**src/rtl/sprdma_pkg.sv**
```systemverilog
package sprdma_pkg;
  typedef enum logic [1:0] {
    ST_IDLE,
    ST_ALIGN,
    ST_FETCH,
    ST_STORE
  } dma_state_e;
endpackage

```
**src/rtl/sprdma_phase.sv**
```systemverilog
module sprdma_phase (
  input  logic clk,
  input  logic rst_n,
  output logic odd_q
);
  always_ff @(posedge clk or negedge rst_n) begin
    if (!rst_n) odd_q <= 1'b0;
    else        odd_q <= ~odd_q;
  end
endmodule

```
**src/rtl/sprdma_ctrl.sv**
```systemverilog
module sprdma_ctrl
  import sprdma_pkg::*;
#(
  parameter int              ADDR_W    = 16,
  parameter int              DATA_W    = 8,
  parameter int              IDX_W     = 8,
  parameter logic [ADDR_W-1:0] TRIG_ADDR = 16'h4014
) (
  input  logic              clk,
  input  logic              rst_n,
  input  logic              odd,
  input  logic [ADDR_W-1:0] cpu_addr,
  input  logic [DATA_W-1:0] cpu_wdata,
  input  logic              cpu_we,
  input  logic [DATA_W-1:0] bus_rdata,
  output dma_state_e        state,
  output logic [ADDR_W-IDX_W-1:0] page,
  output logic [IDX_W-1:0]  idx,
  output logic [DATA_W-1:0] hold_data,
  output logic              done
);
  localparam int PAGE_W = ADDR_W - IDX_W;
  localparam logic [IDX_W-1:0] IDX_LAST = {IDX_W{1'b1}};

  logic trig;
  assign trig = (state == ST_IDLE) && cpu_we && (cpu_addr == TRIG_ADDR);

  always_ff @(posedge clk or negedge rst_n) begin
    if (!rst_n) begin
      state     <= ST_IDLE;
      page      <= '0;
      idx       <= '0;
      hold_data <= '0;
      done      <= 1'b0;
    end else begin
      done <= 1'b0;
      unique case (state)
        ST_IDLE: begin
          if (trig) begin
            page  <= cpu_wdata[PAGE_W-1:0];
            idx   <= '0;
            state <= ST_ALIGN;
          end
        end
        ST_ALIGN: begin
          // leave alignment once the next cycle will be even
          if (odd) state <= ST_FETCH;
        end
        ST_FETCH: begin
          hold_data <= bus_rdata;
          state     <= ST_STORE;
        end
        ST_STORE: begin
          idx <= idx + 1'b1;
          if (idx == IDX_LAST) begin
            state <= ST_IDLE;
            done  <= 1'b1;
          end else begin
            state <= ST_FETCH;
          end
        end
        default: state <= ST_IDLE;
      endcase
    end
  end
endmodule

```
**src/rtl/sprdma_busmux.sv**
```systemverilog
module sprdma_busmux
  import sprdma_pkg::*;
#(
  parameter int              ADDR_W    = 16,
  parameter int              DATA_W    = 8,
  parameter int              IDX_W     = 8,
  parameter logic [ADDR_W-1:0] DEST_ADDR = 16'h2004
) (
  input  dma_state_e        state,
  input  logic [ADDR_W-IDX_W-1:0] page,
  input  logic [IDX_W-1:0]  idx,
  input  logic [DATA_W-1:0] hold_data,
  input  logic [ADDR_W-1:0] cpu_addr,
  input  logic [DATA_W-1:0] cpu_wdata,
  input  logic              cpu_we,
  input  logic [ADDR_W-1:0] cpu_pc,
  output logic [ADDR_W-1:0] bus_addr,
  output logic [DATA_W-1:0] bus_wdata,
  output logic              bus_we
);
  always_comb begin
    bus_addr  = cpu_addr;
    bus_wdata = cpu_wdata;
    bus_we    = cpu_we;
    unique case (state)
      ST_ALIGN: begin
        bus_addr = cpu_pc;
        bus_we   = 1'b0;
      end
      ST_FETCH: begin
        bus_addr = {page, idx};
        bus_we   = 1'b0;
      end
      ST_STORE: begin
        bus_addr  = DEST_ADDR;
        bus_wdata = hold_data;
        bus_we    = 1'b1;
      end
      default: ;
    endcase
  end
endmodule

```
**src/rtl/sprite_dma.sv**
```systemverilog
module sprite_dma
  import sprdma_pkg::*;
#(
  parameter int              ADDR_W    = 16,
  parameter int              DATA_W    = 8,
  parameter int              IDX_W     = 8,
  parameter logic [ADDR_W-1:0] TRIG_ADDR = 16'h4014,
  parameter logic [ADDR_W-1:0] DEST_ADDR = 16'h2004
) (
  input  logic              clk,
  input  logic              rst_n,
  input  logic [ADDR_W-1:0] cpu_addr,
  input  logic [DATA_W-1:0] cpu_wdata,
  input  logic              cpu_we,
  input  logic [ADDR_W-1:0] cpu_pc,
  input  logic [DATA_W-1:0] bus_rdata,
  output logic [ADDR_W-1:0] bus_addr,
  output logic [DATA_W-1:0] bus_wdata,
  output logic              bus_we,
  output logic              halt,
  output logic              done,
  output logic              cycle_odd
);
  localparam int PAGE_W = ADDR_W - IDX_W;

  dma_state_e          st;
  logic [PAGE_W-1:0]   page;
  logic [IDX_W-1:0]    idx;
  logic [DATA_W-1:0]   hold_data;

  sprdma_phase u_phase (
    .clk   (clk),
    .rst_n (rst_n),
    .odd_q (cycle_odd)
  );

  sprdma_ctrl #(
    .ADDR_W(ADDR_W), .DATA_W(DATA_W), .IDX_W(IDX_W), .TRIG_ADDR(TRIG_ADDR)
  ) u_ctrl (
    .clk       (clk),
    .rst_n     (rst_n),
    .odd       (cycle_odd),
    .cpu_addr  (cpu_addr),
    .cpu_wdata (cpu_wdata),
    .cpu_we    (cpu_we),
    .bus_rdata (bus_rdata),
    .state     (st),
    .page      (page),
    .idx       (idx),
    .hold_data (hold_data),
    .done      (done)
  );

  sprdma_busmux #(
    .ADDR_W(ADDR_W), .DATA_W(DATA_W), .IDX_W(IDX_W), .DEST_ADDR(DEST_ADDR)
  ) u_mux (
    .state     (st),
    .page      (page),
    .idx       (idx),
    .hold_data (hold_data),
    .cpu_addr  (cpu_addr),
    .cpu_wdata (cpu_wdata),
    .cpu_we    (cpu_we),
    .cpu_pc    (cpu_pc),
    .bus_addr  (bus_addr),
    .bus_wdata (bus_wdata),
    .bus_we    (bus_we)
  );

  assign halt = (st != ST_IDLE);
endmodule

```
**config.mk**
```make
export PLATFORM = sky130hd
export DESIGN_NAME = sprite_dma
export DESIGN_NICKNAME = d
export VERILOG_FILES = /design/src/rtl/sprdma_pkg.sv /design/src/rtl/sprdma_phase.sv /design/src/rtl/sprdma_ctrl.sv /design/src/rtl/sprdma_busmux.sv /design/src/rtl/sprite_dma.sv
export SDC_FILE = /design/constraint.sdc
export NUM_CORES = 1
export LEC_CHECK = 0
export CORE_MARGIN = 2
export CORE_UTILIZATION = 40
export DETAILED_ROUTE_END_ITERATION = 8
export HOLD_SLACK_MARGIN = 0.1
export MAX_ROUTING_LAYER = met4
export PLACE_DENSITY = 0.78
export SLEW_MARGIN = 20
export SYNTH_ARGS = -nofsm -noshare
export SYNTH_HDL_FRONTEND = slang
export SYNTH_SLANG_ARGS = --single-unit
```
**constraint.sdc**
```tcl
create_clock -name clk -period 3.6 [get_ports clk]
set_input_delay 0.72 -clock clk [delete_from_list [all_inputs] [get_ports clk]]
set_output_delay 0.72 -clock clk [all_outputs]
set_load 0.01 [all_outputs]
```
# Word-level counts from Yosys, hierarchy flattened
# Index checks and enable logic that the tools add are counted.
# word_totals
latchBits,0
output_inout_bits,28
memories,0
ff_bits,28
mem_bits_ro,0
word_cells,35
ramBits,0
# classes
reduce_logical,9
order_cmp,0
mul,0
n_shift,0
n_div,0
n_eq_ne,7
bitwise,1
muxes,11
add_sub_neg,1
# ops
cell,n
16-bit one-hot mux with 3 select lines,1
"16-bit by 15-bit equality test with 1-bit output, second input constant",1
8-bit two-way mux,2
8-bit one-hot mux with 2 select lines,1
"8-bit by 1-bit adder with 8-bit output, second input constant",1
"8-bit equality test, second input constant",1
2-bit one-hot mux with 4 select lines,1
2-bit two-way mux,3
2-bit AND reduction,3
"2-bit equality test, second input constant",2
2-bit nonzero test,2
"2-bit by 1-bit equality test with 1-bit output, second input constant",1
1-bit logical AND,2
2-bit zero test,1
1-bit two-way mux,2
"2-bit by 1-bit inequality test with 1-bit output, second input constant",1
"2-bit inequality test, second input constant",1
1-bit one-hot mux with 2 select lines,1
2-bit OR reduction,1
1-bit inverter,1

# Depth between registers and ports, before layout
# depth
depth_word,5
depth_mapped,6
depth_no_buf,5

# By module
# Synthesis repeated with hierarchy kept, for this count alone.
# unflattened
cells_unflattened,150
hier_area_um2,1722.9
# modules_own_cells
mod,cells_per_inst,area_each_um2,seq_area_each_um2,instances
sprdma_ctrl,97,1173.6,675.6,1
sprdma_busmux,50,514.2,0.0,1
sprdma_phase,2,28.8,25.0,1
sprite_dma,1,6.3,0.0,1

# Least setup slack after synthesis
# Ideal clock, no wire load.
# synth_timing
kind,input-to-reg
start,input port cpu_addr[6]
end,register u_ctrl.page[5]
cell_stages,4
path_buffers,1
arrival_time_ns,2.153
setup_slack_ns,1.322
t_required_ns,3.475
path_cell_list,or4b_4 -> nor4_4 -> buf_6 -> mux2_4
# synth_via
elab_chain_cells,3
# synth_rtl
item,line_no,source
start: declaration,sprite_dma.sv:12,"input logic [ADDR_W-1:0] cpu_addr,"
16-bit by 15-bit equality test with 1-bit output,sprdma_ctrl.sv:26,assign trig = (state == ST_IDLE) && cpu_we && (cpu_addr == TRIG_ADDR);
1-bit logical AND,sprdma_ctrl.sv:26,
2-bit AND reduction (no line),-,
end signal: assignment,sprdma_ctrl.sv:40,page <= cpu_wdata[PAGE_W-1:0];
end: declaration,sprdma_ctrl.sv:17,"output logic [ADDR_W-IDX_W-1:0] page,"
# No other way between the ends.
# A chain may end at the register's enable or synchronous reset.

# Worst setup path in the final report
# layout_timing
start,register u_ctrl.state[0]
end,output port bus_addr[10]
# layout_via
elab_chain_cells,2
word_cells_on_any_way,4
classes_between,3 x eq/ne; 1 x mux
# layout_rtl
item,line_no,source
start: declaration,sprdma_ctrl.sv:16,"output dma_state_e state,"
start signal: assignment,sprdma_ctrl.sv:30,state <= ST_IDLE;
start signal: assignment,sprdma_ctrl.sv:42,state <= ST_ALIGN;
start signal: assignment,sprdma_ctrl.sv:47,if (odd) state <= ST_FETCH;
2-bit equality test or 2-bit by 1-bit equality test with 1-bit output (tied branches),sprdma_busmux.sv:25,unique case (state)
16-bit one-hot mux with 3 select lines *,sprdma_busmux.sv:25,
end: declaration,sprite_dma.sv:17,"output logic [ADDR_W-1:0] bus_addr,"
# Mark *: on every way between the ends. The rest lies on a longest branch, timed or not.

==> results.txt <==
Root Buffer: clkbuf_8
Clock period minus final worst setup slack: 3.219 ns
Post-synth ARST share: 100.0%
Number of placed I/O pins: 79
Vias in the first global route: 1605
Sink Count: 28
Power, Total: 0.001545 W
Die width: 68.79 um
Bufs and invs on worst path: 2
DRC: 0
Hold Fails Final Rpt: 0
TritonCTS clock tree: built
Top delay family on crit path: buffers and inverters
Layout cells sized above 1: 11.11%
Power density cells: 599.0 nW/um^2
TritonCTS Buffers: 3
Total number of vias: 1640
Final setup fails: 0
Post-CTS Hold Fix Bufs: 0
Synth top area share: 41.73%
Leak pwr: 1.121 nW
Syn avg cell area: 9.027 um^2
Initial Util: 41.68%
Initial antenna violation count: 0
Layout area overhead: 53.58%
CP Cell Sequence: nor2b_2 > buf_4 > nand2_1 > o21ai_0 > clkdlybuf4s50_1
Power share of the clock group: 16.1%
Critical path peak fanout: 17
First-pass DRT Iterations: 4
Slowest-stage cell, CP: nor2b_2
Area contributors post-synth: dfrtp_1 (42%), nand2_1 (11%), mux2_2 (9.4%)
Setup bufs post-CTS: 0
Yosys reg bits: 28
Via density: 5.273
Clk buf depth: 2
CP max stage delay: 0.67 ns
Synth Flop Type: dfrtp_1
CP required: 2.88 ns
Gr ovfl total: 0
PostCTS Resize Cnt: 0
Ant diodes: 0
Fillers: 369
Dominant cell type by area after synthesis: dfrtp_1
Die area: 4732 um^2
EDFF count, synth: 0
H-tree levels: 1
Commonest cells in the netlist: nand2_1 (51), dfrtp_1 (28), o21ai_0 (16)
Internal power: 0.0009670 W
Cell with the most instances after synthesis: nand2_1
Achievable Freq: 310.7 MHz
Clk pin slew, worst setup/hold paths: 0.10 ns
Row count: 23
Setup tns final: 0 ns
Critical Path Sink Type: output port
Final instance area: 2579 um^2
Crit Path Class: reg2out
Dpl cell area: 2507 um^2
Initial DRC count: 141
Number of max-cap violations: 0
Drt wl/cell: 15.67 um
Clk_lat worst skew: 0.28 ns
Core area: 4029 um^2
Worst Hold Class: reg2reg
Worst clock skew: 0.009048 ns
Port buffer count: 78
Syn nets: 238
RSZ-0062 raised after global routing: false
First-pass GRT wire length: 7610 um
VDD IR max: 0.0003485 V
Fin Hold WS: 0.4965 ns
Placed cells: 307
Die Ht: 68.79 um
Sw frac: 37.39%
Largest net degree at the start of global routing: 29
YS warnings: 0
Total GRT Usage: 22.66%
Final net count: 314
Status: complete, no violations
Wirelength, routed: 4874 um
Hpwl dp: 3620 um
Non-filler instance count after layout: 311
Slew margin rel.: 48.66%
Part of the Yosys area used for sequential elements: 41.73%
Max-slew violations: 0
CP Data Arrival Time: 2.50 ns
Routability cong.: 0.7582
Final Cycle Share: 89.41%
Post-route ant nets: 0
Synth Cell Area: 1679 um^2
Flop pwr share: 32.3%
Worst-margin pin slew: 0.7667 ns
Synth Instances: 186
CP Launch Type: flip-flop
Combinational share of power: 51.5%
Library cells used by synthesis: 32
P_sw: 0.0005776 W
[sequential cells by signal (all words and copies together), names as in the netlist]
| name | count |
|---|---|
| u_ctrl.hold_data | 8 |
| u_ctrl.idx | 8 |
| u_ctrl.page | 8 |
| u_ctrl.state | 2 |
| u_ctrl.done | 1 |
| u_phase.odd_q | 1 |
[area by class of cell]
class / count / area [um^2] / share of cell area (%)
clock inverters: 1 / 30.03 / 1.164
multi-input cells: 142 / 910.9 / 35.32
inverters: 4 / 15.01 / 0.5822
repair buffers: 83 / 818.3 / 31.73
well taps: 50 / 62.56 / 2.426
flip-flops and latches: 28 / 700.7 / 27.17
clock buffers: 3 / 41.29 / 1.601
[through the flow]
step,utilization [%],worst slack [ns]
5_1_grt,64.01,0.2384
2_1_floorplan,-,1.322
4_1_cts,64.01,0.3607
3_3_place_gp,62.24,0.6976
3_5_place_dp,62.24,0.6480
6_report,64.01,0.3812
[path summary, 6_finish.rpt]
check	depth (start not counted)	endpoint	from	slack, ns
min in group asynchronous	2	u_ctrl.idx[5]	rst_n	0.82
setup / recovery	5	bus_addr[10]	u_ctrl.state[0]	0.38
hold reg to reg	1	u_phase.odd_q	u_phase.odd_q	0.50
hold / removal	1	u_phase.odd_q	u_phase.odd_q	0.50
setup reg to reg	6	u_ctrl.page[6]	u_ctrl.state[0]	1.17
max in group asynchronous	2	u_ctrl.idx[6]	rst_n	2.50
[worst register-to-register path: stages, from the launching register on]
cell and delay [ns]:
dfrtp_1 0.53, buf_4 0.29, nor2_1 0.20, nand2_1 0.13, nor4_4 0.54, buf_4 0.29, mux2_4 0.32
[cells by family after synthesis]
logic type | count (synthesis) | synth area share, %
simple gates | 81 | 23.25
flops | 28 | 41.73
xor+xnor | 1 | 0.5217
buf+inv | 16 | 4.172
fa+ha+maj | 1 | 0.7450
mux | 30 | 19.52
compound gates | 29 | 10.06
[per-layer routing]
| layer | part of all wire (%) | up-vias | global-route usage (%) |
|---|---|---|---|
| met1 | 45 | 772 | 30.42 |
| met5 | 0 | - | - |
| met3 | 7.1 | 6 | 4.383 |
| met4 | 1.0 | 0 | 8.333 |
| li1 | - | 792 | - |
| met2 | 47 | 70 | 34.13 |
[power by group through the flow]
| stage | clock [W] | combinational, W | sequential (W) |
|---|---|---|---|
| 2_1_floorplan | 0 | 0.000467 | 0.000469 |
| 3_3_place_gp | 0 | 0.000775 | 0.000498 |
| 3_5_place_dp | 0 | 0.000795 | 0.000503 |
| 4_1_cts | 0.000254 | 0.000799 | 0.000498 |
| 5_1_grt | 0.000268 | 0.000868 | 0.000512 |
| 6_report | 0.000249 | 0.000796 | 0.000500 |
[cells in the final DEF, fill, tap and decap left out, types with 2 or more instances in the layout]
master / n
clkdlybuf4s50_1: 78
mux2_2: 14
o21ai_0: 16
a21oi_1: 3
clkbuf_8: 3
inv_1: 4
nor2_1: 5
o211ai_1: 5
nand3_1: 7
nor2b_1: 3
dfrtp_1: 28
or3_1: 3
mux2_4: 2
nand2_1: 51
buf_4: 5
and3_1: 2
a211oi_1: 2
mux2i_1: 14
Note: power is estimated with default switching activity, not from simulation.
